[src/rtl/uart_rx_pkg.sv]
package uart_rx_pkg;

    localparam int FMT_W      = 6;
    localparam int FMT_LEN    = 0;
    localparam int FMT_LSTOP  = 2;
    localparam int FMT_PEN    = 3;
    localparam int FMT_PTYPE  = 4;
    localparam int FMT_PFORCE = 5;

    typedef enum logic [2:0] {
        ST_IDLE,
        ST_START,
        ST_DATA,
        ST_PAR,
        ST_STOP,
        ST_GUARD
    } rx_state_e;

endpackage

[src/rtl/uart_rx_sync.sv]
module uart_rx_sync #(
    parameter int STAGES = 2
) (
    input  logic clk,
    input  logic rst_n,
    input  logic d_i,
    output logic q_o
);
    logic [STAGES-1:0] chain_d, chain_q;

    always_comb begin
        chain_d = {chain_q[STAGES-2:0], d_i};
    end

    always_ff @(posedge clk or negedge rst_n) begin
        if (!rst_n) chain_q <= '1;
        else        chain_q <= chain_d;
    end

    assign q_o = chain_q[STAGES-1];
endmodule

[src/rtl/uart_rx_fmt_dec.sv]
module uart_rx_fmt_dec
    import uart_rx_pkg::*;
#(
    parameter int OVERSAMPLE = 16,
    parameter int IDX_W      = 3,
    parameter int CNT_W      = 5
) (
    input  logic [FMT_W-1:0] fmt_i,
    output logic [IDX_W-1:0] last_idx_o,
    output logic             par_en_o,
    output logic [CNT_W-1:0] guard_len_o
);
    logic [1:0] len;
    logic       long_stop;

    always_comb begin
        len        = fmt_i[FMT_LEN+1:FMT_LEN];
        long_stop  = fmt_i[FMT_LSTOP];
        last_idx_o = IDX_W'(4) + IDX_W'(len);
        par_en_o   = fmt_i[FMT_PEN];
        if (!long_stop)
            guard_len_o = '0;
        else if (len == 2'b00)
            guard_len_o = CNT_W'(OVERSAMPLE / 2);
        else
            guard_len_o = CNT_W'(OVERSAMPLE);
    end
endmodule

[src/rtl/uart_rx_parity.sv]
module uart_rx_parity #(
    parameter int DATA_W = 8
) (
    input  logic [DATA_W-1:0] data_i,
    input  logic              even_i,
    input  logic              forced_i,
    output logic              exp_bit_o
);
    logic ones_odd;

    always_comb begin
        ones_odd = ^data_i;
        if (forced_i)
            exp_bit_o = ~even_i;
        else if (even_i)
            exp_bit_o = ones_odd;
        else
            exp_bit_o = ~ones_odd;
    end
endmodule

[src/rtl/uart_fmt_rx.sv]
module uart_fmt_rx
    import uart_rx_pkg::*;
#(
    parameter int OVERSAMPLE  = 16,
    parameter int DATA_W      = 8,
    parameter int SYNC_STAGES = 2
) (
    input  logic              clk,
    input  logic              rst_n,
    input  logic              tick_i,
    input  logic              rx_i,
    input  logic [5:0]        format_i,
    output logic              valid_o,
    output logic [DATA_W-1:0] data_o,
    output logic              par_err_o,
    output logic              frm_err_o
);
    localparam int IDX_W = $clog2(DATA_W);
    localparam int CNT_W = $clog2(OVERSAMPLE) + 1;
    localparam int HALF  = OVERSAMPLE / 2;

    typedef struct packed {
        rx_state_e         state;
        logic [CNT_W-1:0]  cnt;
        logic [IDX_W-1:0]  idx;
        logic [FMT_W-1:0]  fmt;
        logic [DATA_W-1:0] data;
        logic              pbit;
        logic              valid;
        logic              perr;
        logic              ferr;
    } rx_regs_t;

    rx_regs_t st_q, st_d;

    logic             rx_s;
    logic [IDX_W-1:0] last_idx;
    logic             par_en;
    logic [CNT_W-1:0] guard_len;
    logic             exp_par;
    logic [FMT_W-1:0] cur_fmt;
    logic             bit_end;

    uart_rx_sync #(.STAGES(SYNC_STAGES)) u_sync (
        .clk   (clk),
        .rst_n (rst_n),
        .d_i   (rx_i),
        .q_o   (rx_s)
    );

    uart_rx_fmt_dec #(
        .OVERSAMPLE (OVERSAMPLE),
        .IDX_W      (IDX_W),
        .CNT_W      (CNT_W)
    ) u_dec (
        .fmt_i       (st_q.fmt),
        .last_idx_o  (last_idx),
        .par_en_o    (par_en),
        .guard_len_o (guard_len)
    );

    uart_rx_parity #(.DATA_W(DATA_W)) u_par (
        .data_i    (st_q.data),
        .even_i    (st_q.fmt[FMT_PTYPE]),
        .forced_i  (st_q.fmt[FMT_PFORCE]),
        .exp_bit_o (exp_par)
    );

    assign cur_fmt = st_q.fmt;
    assign bit_end = (st_q.cnt == CNT_W'(OVERSAMPLE - 1));

    always_comb begin
        st_d       = st_q;
        st_d.valid = 1'b0;
        st_d.perr  = 1'b0;
        st_d.ferr  = 1'b0;
        if (tick_i) begin
            unique case (st_q.state)
                ST_IDLE: begin
                    if (!rx_s) begin
                        st_d.state = ST_START;
                        st_d.cnt   = '0;
                        st_d.fmt   = format_i;
                        st_d.data  = '0;
                        st_d.pbit  = 1'b0;
                    end
                end
                ST_START: begin
                    if (st_q.cnt == CNT_W'(HALF - 1)) begin
                        st_d.cnt   = '0;
                        st_d.idx   = '0;
                        st_d.state = rx_s ? ST_IDLE : ST_DATA;
                    end else begin
                        st_d.cnt = st_q.cnt + 1'b1;
                    end
                end
                ST_DATA: begin
                    if (bit_end) begin
                        st_d.cnt              = '0;
                        st_d.data[st_q.idx]   = rx_s;
                        if (st_q.idx == last_idx)
                            st_d.state = par_en ? ST_PAR : ST_STOP;
                        else
                            st_d.idx = st_q.idx + 1'b1;
                    end else begin
                        st_d.cnt = st_q.cnt + 1'b1;
                    end
                end
                ST_PAR: begin
                    if (bit_end) begin
                        st_d.cnt   = '0;
                        st_d.pbit  = rx_s;
                        st_d.state = ST_STOP;
                    end else begin
                        st_d.cnt = st_q.cnt + 1'b1;
                    end
                end
                ST_STOP: begin
                    if (bit_end) begin
                        st_d.cnt   = '0;
                        st_d.valid = 1'b1;
                        st_d.perr  = par_en && (st_q.pbit != exp_par);
                        st_d.ferr  = !rx_s;
                        st_d.state = (guard_len != '0) ? ST_GUARD : ST_IDLE;
                    end else begin
                        st_d.cnt = st_q.cnt + 1'b1;
                    end
                end
                ST_GUARD: begin
                    if (st_q.cnt == guard_len - 1'b1) begin
                        st_d.cnt   = '0;
                        st_d.state = ST_IDLE;
                    end else begin
                        st_d.cnt = st_q.cnt + 1'b1;
                    end
                end
                default: st_d.state = ST_IDLE;
            endcase
        end
    end

    always_ff @(posedge clk or negedge rst_n) begin
        if (!rst_n) begin
            st_q       <= '0;
            st_q.state <= ST_IDLE;
        end else begin
            st_q <= st_d;
        end
    end

    assign valid_o   = st_q.valid;
    assign data_o    = st_q.data;
    assign par_err_o = st_q.perr;
    assign frm_err_o = st_q.ferr;
endmodule

[config.mk]
export PLATFORM = sky130hd
export DESIGN_NAME = uart_fmt_rx
export DESIGN_NICKNAME = d
export VERILOG_FILES = /design/src/rtl/uart_rx_pkg.sv /design/src/rtl/uart_rx_sync.sv /design/src/rtl/uart_rx_fmt_dec.sv /design/src/rtl/uart_rx_parity.sv /design/src/rtl/uart_fmt_rx.sv
export SDC_FILE = /design/constraint.sdc
export NUM_CORES = 1
export LEC_CHECK = 0
export BUFFER_PORTS_ARGS = -buffer_cell sky130_fd_sc_hd__buf_4
export CORE_MARGIN = 2
export CORE_UTILIZATION = 50
export CTS_CLUSTER_DIAMETER = 100
export DETAILED_ROUTE_END_ITERATION = 6
export PLACE_DENSITY_LB_ADDON = 0.1
export RECOVER_POWER = 100
export SETUP_SLACK_MARGIN = 0.2
export SYNTH_ARGS = -nofsm -noshare
export SYNTH_HDL_FRONTEND = slang
export SYNTH_SLANG_ARGS = --single-unit
[constraint.sdc]
create_clock -name clk -period 1.9 [get_ports clk]
set_input_delay 0.38 -clock clk [delete_from_list [all_inputs] [get_ports clk]]
set_output_delay 0.38 -clock clk [all_outputs]
set_load 0.02 [all_outputs]
==> results of run 1 <==
[through the flow]
step / cells / utilization [%]
after global placement: 246 / 60.7
after detailed placement: 246 / 60.7
after CTS: 262 / 67.7
after floorplan: 180 / -
final: 268 / 70.5
after global routing: 268 / 70.5
[layer usage]
metal	up-vias	wire (um)	GRT usage (%)
met3	16	235	5.11
met1	745	1800	27.4
met4	0	107	8.15
met5	-	0	0
met2	54	2150	36.5
li1	724	-	-
[kinds of logic after synthesis]
logic type / after synthesis / share of synthesized area (%)
and+or+nand+nor: 54 / 16.1
xor gates and xnor gates: 13 / 6.36
muxes: 10 / 6.64
DFF: 31 / 43.5
AOI/OAI and AO/OA: 46 / 18.0
buffers and inverters: 22 / 6.71
adders and majority gates: 4 / 2.80
[area by class of cell]
type                       count  area [um2]  area share [%]
clock buffer                   8        68.8            2.88
tap                           46        57.6            2.41
multi-input combinational    127        1090            45.6
timing repair buffer          49         369            15.4
sequential                    31         778            32.5
inverter                       7        26.3            1.10
[timing repair]
action	in CTS	in global routing
resized for setup	24	22
endpoints found under the hold margin	29	0
setup buffers	7	6
pin swaps	13	12
endpoints found under the setup margin	20	29
hold buffers	1	0
[worst max-delay path: stages, from the launching register on]
cell      delay [ps]
dfrtp_1          380
ha_2             180
and2_4           160
nand2_4           60
buf_6            130
buf_4            120
buf_4            120
buf_4            120
buf_4            120
ha_2             150
inv_1             40
a211oi_1          50
a21oi_1          170
o31ai_1          100
[report_power, final]
part / internal (mW) / total, mW / switching (mW)
combinational: 0.589 / 1.20 / 0.610
sequential: 0.786 / 0.891 / 0.105
clock: 0.217 / 0.443 / 0.225
total: 1.59 / 2.53 / 0.941
[sequential cells by signal (all words and copies together), names as in the netlist]
signal and cells:
st_q 12, data_o 8, cur_fmt 6, u_sync.chain_q 2, frm_err_o 1, par_err_o 1, valid_o 1
[cells in the final DEF (no fill, tap or decap), drive strengths merged, types with 6 or more instances in the layout]
cell type  netlist  layout
mux2             9       9
buf             12      35
nor2            14      14
xnor2            9       9
a21oi            7       7
dfrtp           29      29
nand2           10      10
inv              7       7
clkbuf           3      21
nand3            6       6
o21ai           16      16
[final timing paths]
| check | start | slack, ps | cells after the start | to |
|---|---|---|---|---|
| setup / recovery | st_q[21] | -100 | 13 | st_q[25] |
| hold / removal | rx_i | 140 | 1 | u_sync.chain_q[0] |
| setup reg to reg | st_q[21] | -100 | 13 | st_q[25] |
| hold reg to reg | u_sync.chain_q[0] | 370 | 0 | u_sync.chain_q[1] |
| max in group asynchronous | rst_n | 780 | 2 | cur_fmt[4] |
| min in group asynchronous | rst_n | 640 | 2 | data_o[0] |
==> metrics.md, run 1 <==
| Metric | Value |
|---|---|
| 1st-iter DRT viols | `62` |
| Top post-synthesis cells by area | `dfrtp_1 (41%), mux2_2 (4.4%), xnor2_1 (4.4%), buf_4 (3.8%), o21ai_0 (3.6%)` |
| Avg Cell Area, Syn | `9.95 um2` |
| Worst Path Max Fanout | `2` |
| Routed wire length per instance | `around 16 um` |
| Hold Worst Slack | `139 ps` |
| # DRC | `0` |
| Vias in the first global route | `~1500` |
| Leak | `between 1 and 1.5 nW` |
| Total Nets Final | `235` |
| CP required | `2130 ps` |
| Sequential share of the synthesized area | `43.5%` |
| Unrepaired setup endpoints after global routing | `yes` |
| FMAX | `0.499 GHz` |
| Final worst slack | `-105 ps` |
| Slew HR | `49.4%` |
| Fin. Hold Viols | `0` |
| Async S/R FF share, synth | `100%` |
| Violated checks | `negative setup slack` |
| Main synth FF type | `dfrtp_1` |
| Share of cells above drive strength 1 | `40.1%` |
| Yosys warning total | `0` |
| Synth top area share | `40.5%` |
| Site Rows | `21` |
| Clk buf depth | `2` |
| Skew-Pair Late Insertion Delay | `340 ps` |
| Clock transition at the registers of the reported paths | `90 ps` |
| Final Power | `2.53 mW` |
| Max VDD drop | `0.628 mV` |
| Total grt overflow | `0` |
| Setup Slack @ Placement | `-8.31 ps` |
| Input/output buffers | `20` |
| Max-slew violation count | `0` |
| H-Tree Depth | `2` |
| Synth area leader | `dfrtp_1` |
| First-pass GRT wire length | `7.01 mm` |
| Area post-placement | `roughly 2100 um2` |
| Tot GR Track Use | `between 20 and 25%` |
| Run status | `complete, but fails checks` |
| Fill cells | `~260` |
| Design area | `2390 um2` |
| Worst Hold Class | `primary input to register` |
| Crit path launch type | `register` |
| CP endpoint kind | `register` |
| Endpoints failing setup | `7` |
| Area grow syn2layout | `33.5%` |
| Power Dens Cells | `1060 nW/um2` |
| Die ar. | `4080 um2` |
| Placer Congestion | `0.889` |
| Maxcap violations | `0` |
| Crit path DAT | `2230 ps` |
| Sink Count | `31` |
| Root Driver | `clkbuf_4` |
| FF+latch count, synth | `31` |
| Sum of negative setup slack | `-333 ps` |
| Post-synth EDFFs | `0` |
| Ports | `21` |
| Min Tclk post-route | `2000 ps` |
| Core ar. | `3390 um2` |
| Via Count | `1539` |
| Initial antenna violation count | `0` |
| Die height | `63.8 um` |
| DP Wirelength | `2.71 mm` |
| Tcrit/Tclk final | `106%` |
| Vias per cell | `5.74` |
| Mapped Nets | `roughly 190` |
| Final WL | `4.30 mm` |
| Largest net degree at the start of global routing | `32` |
| Most numerous cell in the Yosys netlist | `dfrtp_1` |
| WS Path Type | `register to register` |
| Cell Area, Synth | `1790 um2` |
| Post-route ant nets | `0` |
| Cell variety after synth | `50` |
| First-pass DRT Iterations | `4` |
| Worst Tran Pin Value | `759 ps` |
| Ant diodes | `0` |
| DIE WIDTH | `about 64 um` |
| Synth cell count leaders | `dfrtp_1 (29), nor2_1 (14), o21ai_0 (13)` |
| Initial Util | `approximately 53%` |
| CTS buffer count | `5` |
| Mapped Cells | `180` |
| Clock Skews | `9.29 ps` |
| CTS tree | `yes` |
(Power assumes the default switching activity.)
==> inputs of run 2 (changes only) <==
--- a/config.mk
+++ b/config.mk
@@ -8,8 +8,10 @@
 export BUFFER_PORTS_ARGS = -buffer_cell sky130_fd_sc_hd__buf_4
 export CORE_MARGIN = 2
 export CORE_UTILIZATION = 50
+export CTS_BUF_LIST = sky130_fd_sc_hd__clkbuf_8
 export CTS_CLUSTER_DIAMETER = 100
 export DETAILED_ROUTE_END_ITERATION = 6
+export MAX_ROUTING_LAYER = met4
 export PLACE_DENSITY_LB_ADDON = 0.1
 export RECOVER_POWER = 100
 export SETUP_SLACK_MARGIN = 0.2
==> run 2 against run 1 <==
Against the previous run:
- the run ends with max-capacitance violations, max-slew violations, negative setup slack left
- non-clock buffer count is 3 lower
- sequential cell count did not move
- largest cell class unchanged
- die area did not move
- fmax is 2.8% higher
- critical path type unchanged
- sequential share of layout area rose by 0.52 points
==> metrics.md, run 2 (synthesis gave the netlist of run 1 again) <==
| Metric | Value |
|---|---|
| Run status | `complete, but fails checks` |
| Violated checks | `max-capacitance violations, max-slew violations, negative setup slack` |
| Met1 GRT Util | `27.2% (-0.20 points)` |
| Min Tclk post-route | `1950 ps (-53.9 ps)` |
| Area grow syn2layout | `31.4%` |
| Crit-path max cell delay | `360 ps (-20 ps)` |
| DP Wirelength | `2.71 mm (unchanged)` |
| Sum of negative setup slack | `-185 ps (+149 ps)` |
| Placer Congestion | `0.904 (+1.7%)` |
| Worst Path Max Fanout | `4 (+2)` |
| WS Path Type | `register to register` |
| CTS tree | `yes` |
| Clk buf depth | `2 (unchanged)` |
| Most frequent cells in the layout | `dfrtp_1 (29), buf_4 (28), clkbuf_1 (12), nor2_1 (11), xnor2_1 (9)` |
| Final Power | `2.65 mW (+4.5%)` |
| Final WL | `4.26 mm (-0.74%)` |
| Power Dens Cells | `1120 nW/um2 (+6.2%)` |
| H-Tree Depth | `2 (unchanged)` |
| # DRC | `0 (unchanged)` |
| Largest net degree at the start of global routing | `32 (unchanged)` |
| Input/output buffers | `20 (unchanged)` |
| Area post-placement | `2060 um2 (unchanged)` |
| Maxcap violations | `1 (+1)` |
| Initial Util | `52.8% (unchanged)` |
| Core ar. | `3390 um2 (unchanged)` |
| GRT Max-Usage Layer | `met2` |
| Worst Tran Pin Value | `1610 ps (+849 ps)` |
| Ant diodes | `0 (unchanged)` |
| Slew HR | `-7.19% (-57 points)` |
| Clock transition at the registers of the reported paths | `60 ps (-30 ps)` |
| Die height | `63.8 um (unchanged)` |
| 1st-iter DRT viols | `81 (+31%)` |
| Clock Skews | `4.70 ps (-4.59 ps)` |
| Die ar. | `4080 um2 (unchanged)` |
| Biggest register | `st_q` |
| Cell at the slowest stage of the critical path | `dfrtp_1` |
| CP endpoint kind | `register` |
| Met2 usage | `35.5% (-0.91 points)` |
| Vias in the first global route | `1508 (-0.26%)` |
| Crit path DAT | `2120 ps (-110 ps)` |
| Vias per cell | `5.78 (+0.61%)` |
| Sink Count | `31 (unchanged)` |
| Share of cells above drive strength 1 | `37.0% (-3.1 points)` |
| Routed wire length per instance | `16.1 um (+0.38%)` |
| Setup slack, reg-to-reg | `-50 ps (+50 ps)` |
| Max FFs per register | `12 (unchanged)` |
| Tcrit/Tclk final | `103% (-2.8 points)` |
| Root Driver | `clkbuf_8` |
| Fill cells | `254 (-3.8%)` |
| Leak | `1.02 nW (-0.34%)` |
| Commonest non-fill, non-tap cell in the layout | `dfrtp_1` |
| Site Rows | `21 (unchanged)` |
| CTS buffer count | `5 (unchanged)` |
| Crit-path cells | `ha_2, and2_4, nand2_4, inv_2, ha_4, o2111ai_4, o22ai_4, and3_4, mux2_4` |
| Skew-Pair Late Insertion Delay | `280 ps (-60 ps)` |
| Initial antenna violation count | `0 (unchanged)` |
| Post-Layout Cell Count | `265 (-1.1%)` |
| Crit path launch type | `register` |
| Endpoints failing setup | `4 (-3)` |
| Ports | `21 (unchanged)` |
| Final worst slack | `-50.7 ps (+53.9 ps)` |
| Hold_buf cts | `0 (-1)` |
| Total grt overflow | `0 (unchanged)` |
| DP Cell Count | `246 (unchanged)` |
| Max-slew violation count | `32 (+32)` |
| CP required | `2070 ps (-60 ps)` |
| Fin. Hold Viols | `0 (unchanged)` |
| DIE WIDTH | `63.8 um (unchanged)` |
| Post-route ant nets | `0 (unchanged)` |
| First-pass GRT wire length | `6.86 mm (-2.2%)` |
| Unrepaired setup endpoints after global routing | `yes` |
| Hold Worst Slack | `200 ps (+60.4 ps)` |
| Design area | `2350 um2 (-1.6%)` |
| Via Count | `1531 (-0.52%)` |
| M3 GR Usage | `5.28% (+0.18 points)` |
| Max VDD drop | `0.784 mV (+25%)` |
| Total Nets Final | `232 (-1.3%)` |
| Tot GR Track Use | `22.0% (+0.15 points)` |
| Worst Hold Class | `primary input to register` |
| FMAX | `0.513 GHz (+2.8%)` |
| First-pass DRT Iterations | `4 (unchanged)` |
-- run 2: metrics by stage --
step                      utilization [%]  setup WS [ps]
after floorplan                         -          -10.1
after global placement               60.7           48.1
final                                69.4          -50.7
after CTS                            67.6           2.57
after global routing                 69.4           -155
after detailed placement             60.7          -8.31
-- run 2: final timing paths --
path                                    from                end  cells after the start
setup / recovery                    st_q[22]           st_q[27]                      9
hold / removal                          rx_i  u_sync.chain_q[0]                      1
setup reg to reg                    st_q[22]           st_q[27]                      9
hold reg to reg            u_sync.chain_q[0]  u_sync.chain_q[1]                      0
max in group asynchronous              rst_n           st_q[27]                      1
min in group asynchronous              rst_n           st_q[28]                      1
-- run 2: power breakdown --
| part | internal (mW) | total [mW] | switching [mW] |
|---|---|---|---|
| clock | 0.325 | 0.560 | 0.236 |
| sequential | 0.787 | 0.892 | 0.104 |
| combinational | 0.568 | 1.20 | 0.628 |
-- run 2: critical path, delay by kind of cell, from the launching register on --
family / cells / cell delay (ps)
AOI/OAI and AO/OA: 2 / 320
adders and majority gates: 2 / 340
muxes: 1 / 290
DFF: 1 / 360
buffers and inverters: 1 / 70
and+or+nand+nor: 3 / 460
-- run 2: metal layers --
layer  up-vias  routed length, um  part of all wire (%)
met3        18                217                   5.1
met2        51               2170                    51
li1        710                  -                     -
met5         -                  0                     0
met1       752               1780                    42
met4         0                 96                   2.3
-- run 2: timing repair --
action | CTS | global route
resized for setup | 18 | 23
gates cloned | 0 | 0
buffers inserted | 7 | 4
pin swaps | 12 | 8
setup endpoints to repair | 20 | 28
-- run 2: area by class of cell --
cell class,count,area (um2),share of cell area [%]
inverters,7,26.3,1.12
clock buffers,7,96.3,4.09
repair buffers,46,324,13.8
well taps,46,57.6,2.45
multi-input cells,127,1070,45.3
clock inverters,1,3.75,0.159
flip-flops and latches,31,778,33.1
==> inputs of run 3 (changes only) <==
--- a/config.mk
+++ b/config.mk
@@ -12,9 +12,10 @@
 export CTS_CLUSTER_DIAMETER = 100
 export DETAILED_ROUTE_END_ITERATION = 6
 export MAX_ROUTING_LAYER = met4
-export PLACE_DENSITY_LB_ADDON = 0.1
+export PLACE_DENSITY_LB_ADDON = 0.12
 export RECOVER_POWER = 100
 export SETUP_SLACK_MARGIN = 0.2
+export SKIP_LAST_GASP = 1
 export SYNTH_ARGS = -nofsm -noshare
 export SYNTH_HDL_FRONTEND = slang
 export SYNTH_SLANG_ARGS = --single-unit
==> run 3 against run 2 <==
Against the previous run:
- the flow still finishes with violations (max-capacitance violations, max-slew violations, negative setup slack)
- worst setup slack improved by 9.0 ps
- critical path depth unchanged
- register-to-register slack hardly changed
- non-clock buffer count is 5 lower
- utilization shrank 2.8 points
- die area stayed put
- cell count decreased by 1.9%
- clock-buffer cell count unchanged
- sequential cell count unchanged
- clock skew decreased by 1.6 ps
- critical path type unchanged
==> metrics.md, run 3 (synthesis gave the netlist of run 1 again) <==
| Metric | Value |
|---|---|
| Initial antenna violation count | `0 (unchanged)` |
| WS Path Type | `register to register` |
| Crit-path cells | `ha_2, and2_4, nand2_2, inv_2, ha_4, o2111ai_2, o22ai_2, and3_4, mux2_4` |
| Tot GR Track Use | `21.3% (-0.64 points)` |
| Die ar. | `4080 um2 (unchanged)` |
| Buf/Inv on CP | `1 (unchanged)` |
| Vias in the first global route | `1440 (-4.5%)` |
| Vias per cell | `5.65 (-2.2%)` |
| Min Tclk post-route | `1940 ps (-9.03 ps)` |
| Area grow syn2layout | `26.1%` |
| Clk buf depth | `2 (unchanged)` |
| Max FFs per register | `12 (unchanged)` |
| Share of cells above drive strength 1 | `35.5% (-1.5 points)` |
| H-Tree Depth | `2 (unchanged)` |
| Crit-path leading delay family | `simple AND/OR/NAND/NOR gates` |
| Most frequent cells in the layout | `dfrtp_1 (29), buf_4 (27), clkbuf_1 (12), nor2_1 (11)` |
| Hold Worst Slack | `202 ps (+1.87 ps)` |
| Clock Skews | `3.06 ps (-1.64 ps)` |
| Biggest register | `st_q` |
| Worst Tran Pin Value | `1620 ps (+16.6 ps)` |
| Multi-input logic area | `1030 um2 (-3.5%)` |
| Ant diodes | `0 (unchanged)` |
| Total Nets Final | `227 (-2.2%)` |
| Commonest non-fill, non-tap cell in the layout | `dfrtp_1` |
| Ports | `21 (unchanged)` |
| DP Wirelength | `2.73 mm (+0.50%)` |
| First-pass GRT wire length | `6.52 mm (-4.9%)` |
| FMAX | `0.515 GHz (+0.47%)` |
| Skew-Pair Late Insertion Delay | `280 ps (about the same)` |
| Routed wire length per instance | `14.8 um (-8.3%)` |
| Initial Util | `52.8% (unchanged)` |
| Hold_buf cts | `0 (unchanged)` |
| # DRC | `0 (unchanged)` |
| Crit-path max cell delay | `350 ps (about the same)` |
| Total grt overflow | `0 (unchanged)` |
| Violated checks | `max-capacitance violations, max-slew violations, negative setup slack` |
| Sink Count | `31 (unchanged)` |
| Run status | `complete, but fails checks` |
| CTS tree | `yes` |
| Core ar. | `3390 um2 (unchanged)` |
| Endpoints failing setup | `2 (-2)` |
| Die height | `63.8 um (unchanged)` |
| CP required | `2070 ps (about the same)` |
| Leak | `0.973 nW (-4.6%)` |
| Max VDD drop | `0.785 mV (about the same)` |
| Worst Hold Class | `primary input to register` |
| Largest net degree at the start of global routing | `32 (unchanged)` |
| CTS buffer count | `5 (unchanged)` |
| DIE WIDTH | `63.8 um (unchanged)` |
| Fin. Hold Viols | `0 (unchanged)` |
| Via Count | `1469 (-4.0%)` |
| Fill cells | `295 (+16%)` |
| Power Dens Cells | `1130 nW/um2 (+0.68%)` |
| Slew HR | `-8.29% (-1.1 points)` |
| Worst Path Max Fanout | `4 (unchanged)` |
| Crit path DAT | `2110 ps (about the same)` |
| Placer Congestion | `0.915 (+1.1%)` |
| Unrepaired setup endpoints after global routing | `yes` |
| 1st-iter DRT viols | `78 (-3.7%)` |
| Final WL | `3.84 mm (-10%)` |
| Root Driver | `clkbuf_8` |
| First-pass DRT Iterations | `4 (unchanged)` |
| Clock transition at the registers of the reported paths | `60 ps (about the same)` |
| Final worst slack | `-41.6 ps (+9.03 ps)` |
| Final Power | `2.56 mW (-3.4%)` |
| Maxcap violations | `1 (unchanged)` |
| Post-route ant nets | `0 (unchanged)` |
| Register area | `778 um2 (unchanged)` |
| Cell at the slowest stage of the critical path | `dfrtp_1` |
| CP endpoint kind | `register` |
| Max-slew violation count | `32 (unchanged)` |
| Input/output buffers | `20 (unchanged)` |
| Tcrit/Tclk final | `102% (-0.48 points)` |
| Site Rows | `21 (unchanged)` |
| Crit path launch type | `register` |
[run 3: final cells by class]
| cell class | instances | share of cell area, % |
|---|---|---|
| multi-input cells | 127 | 45.6 |
| flip-flops and latches | 31 | 34.5 |
| repair buffers | 41 | 11.8 |
| clock buffers | 7 | 4.27 |
| well taps | 46 | 2.55 |
| inverters | 7 | 1.16 |
| clock inverters | 1 | 0.166 |
[run 3: final timing paths]
check,from,to,slack (ps),cells after the start
min reg2reg,u_sync.chain_q[0],u_sync.chain_q[1],360,0
max in group asynchronous,rst_n,cur_fmt[2],460,1
min in group asynchronous,rst_n,st_q[23],500,1
max reg2reg,st_q[22],st_q[27],-40,9
min,rx_i,u_sync.chain_q[0],200,1
max,st_q[22],st_q[27],-40,9
[run 3: through the flow]
step / instances / instance area, um2 / util [%] / worst slack (ps) / setup TNS [ps]
final: 260 / 2260 / 66.6 / -41.6 / -70.0
after global routing: 260 / 2260 / 66.6 / -125 / -591
after CTS: 258 / 2270 / 67.0 / -17.3 / -23.2
after detailed placement: 246 / 2050 / 60.4 / -49.2 / -90.0
after global placement: 246 / 2050 / 60.4 / 52.8 / 0
after floorplan: 180 / 1820 / - / -10.1 / -20.2
[run 3: what timing repair did]
item / CTS / global route
resized for setup: 21 / 8
pin swaps: 10 / 2
endpoints found under the hold margin: 0 / 0
cloned: 0 / 0
setup buffers: 4 / 2
endpoints found under the setup margin: 26 / 27
[run 3: routing by layer]
layer  up-vias  GRT usage, %  part of all wire (%)
met4         0          8.42                   1.7
met1       705          25.7                    45
met2        51          34.2                    48
li1        705             -                     -
met5         -             -                     0
met3         8          5.63                   5.4
[run 3: where the power goes]
| group | switching, mW | leakage [nW] | total [mW] | internal, mW |
|---|---|---|---|---|
| logic | 0.586 | 0.513 | 1.11 | 0.521 |
| registers | 0.0993 | 0.404 | 0.887 | 0.787 |
| clock network | 0.240 | 0.0557 | 0.565 | 0.325 |
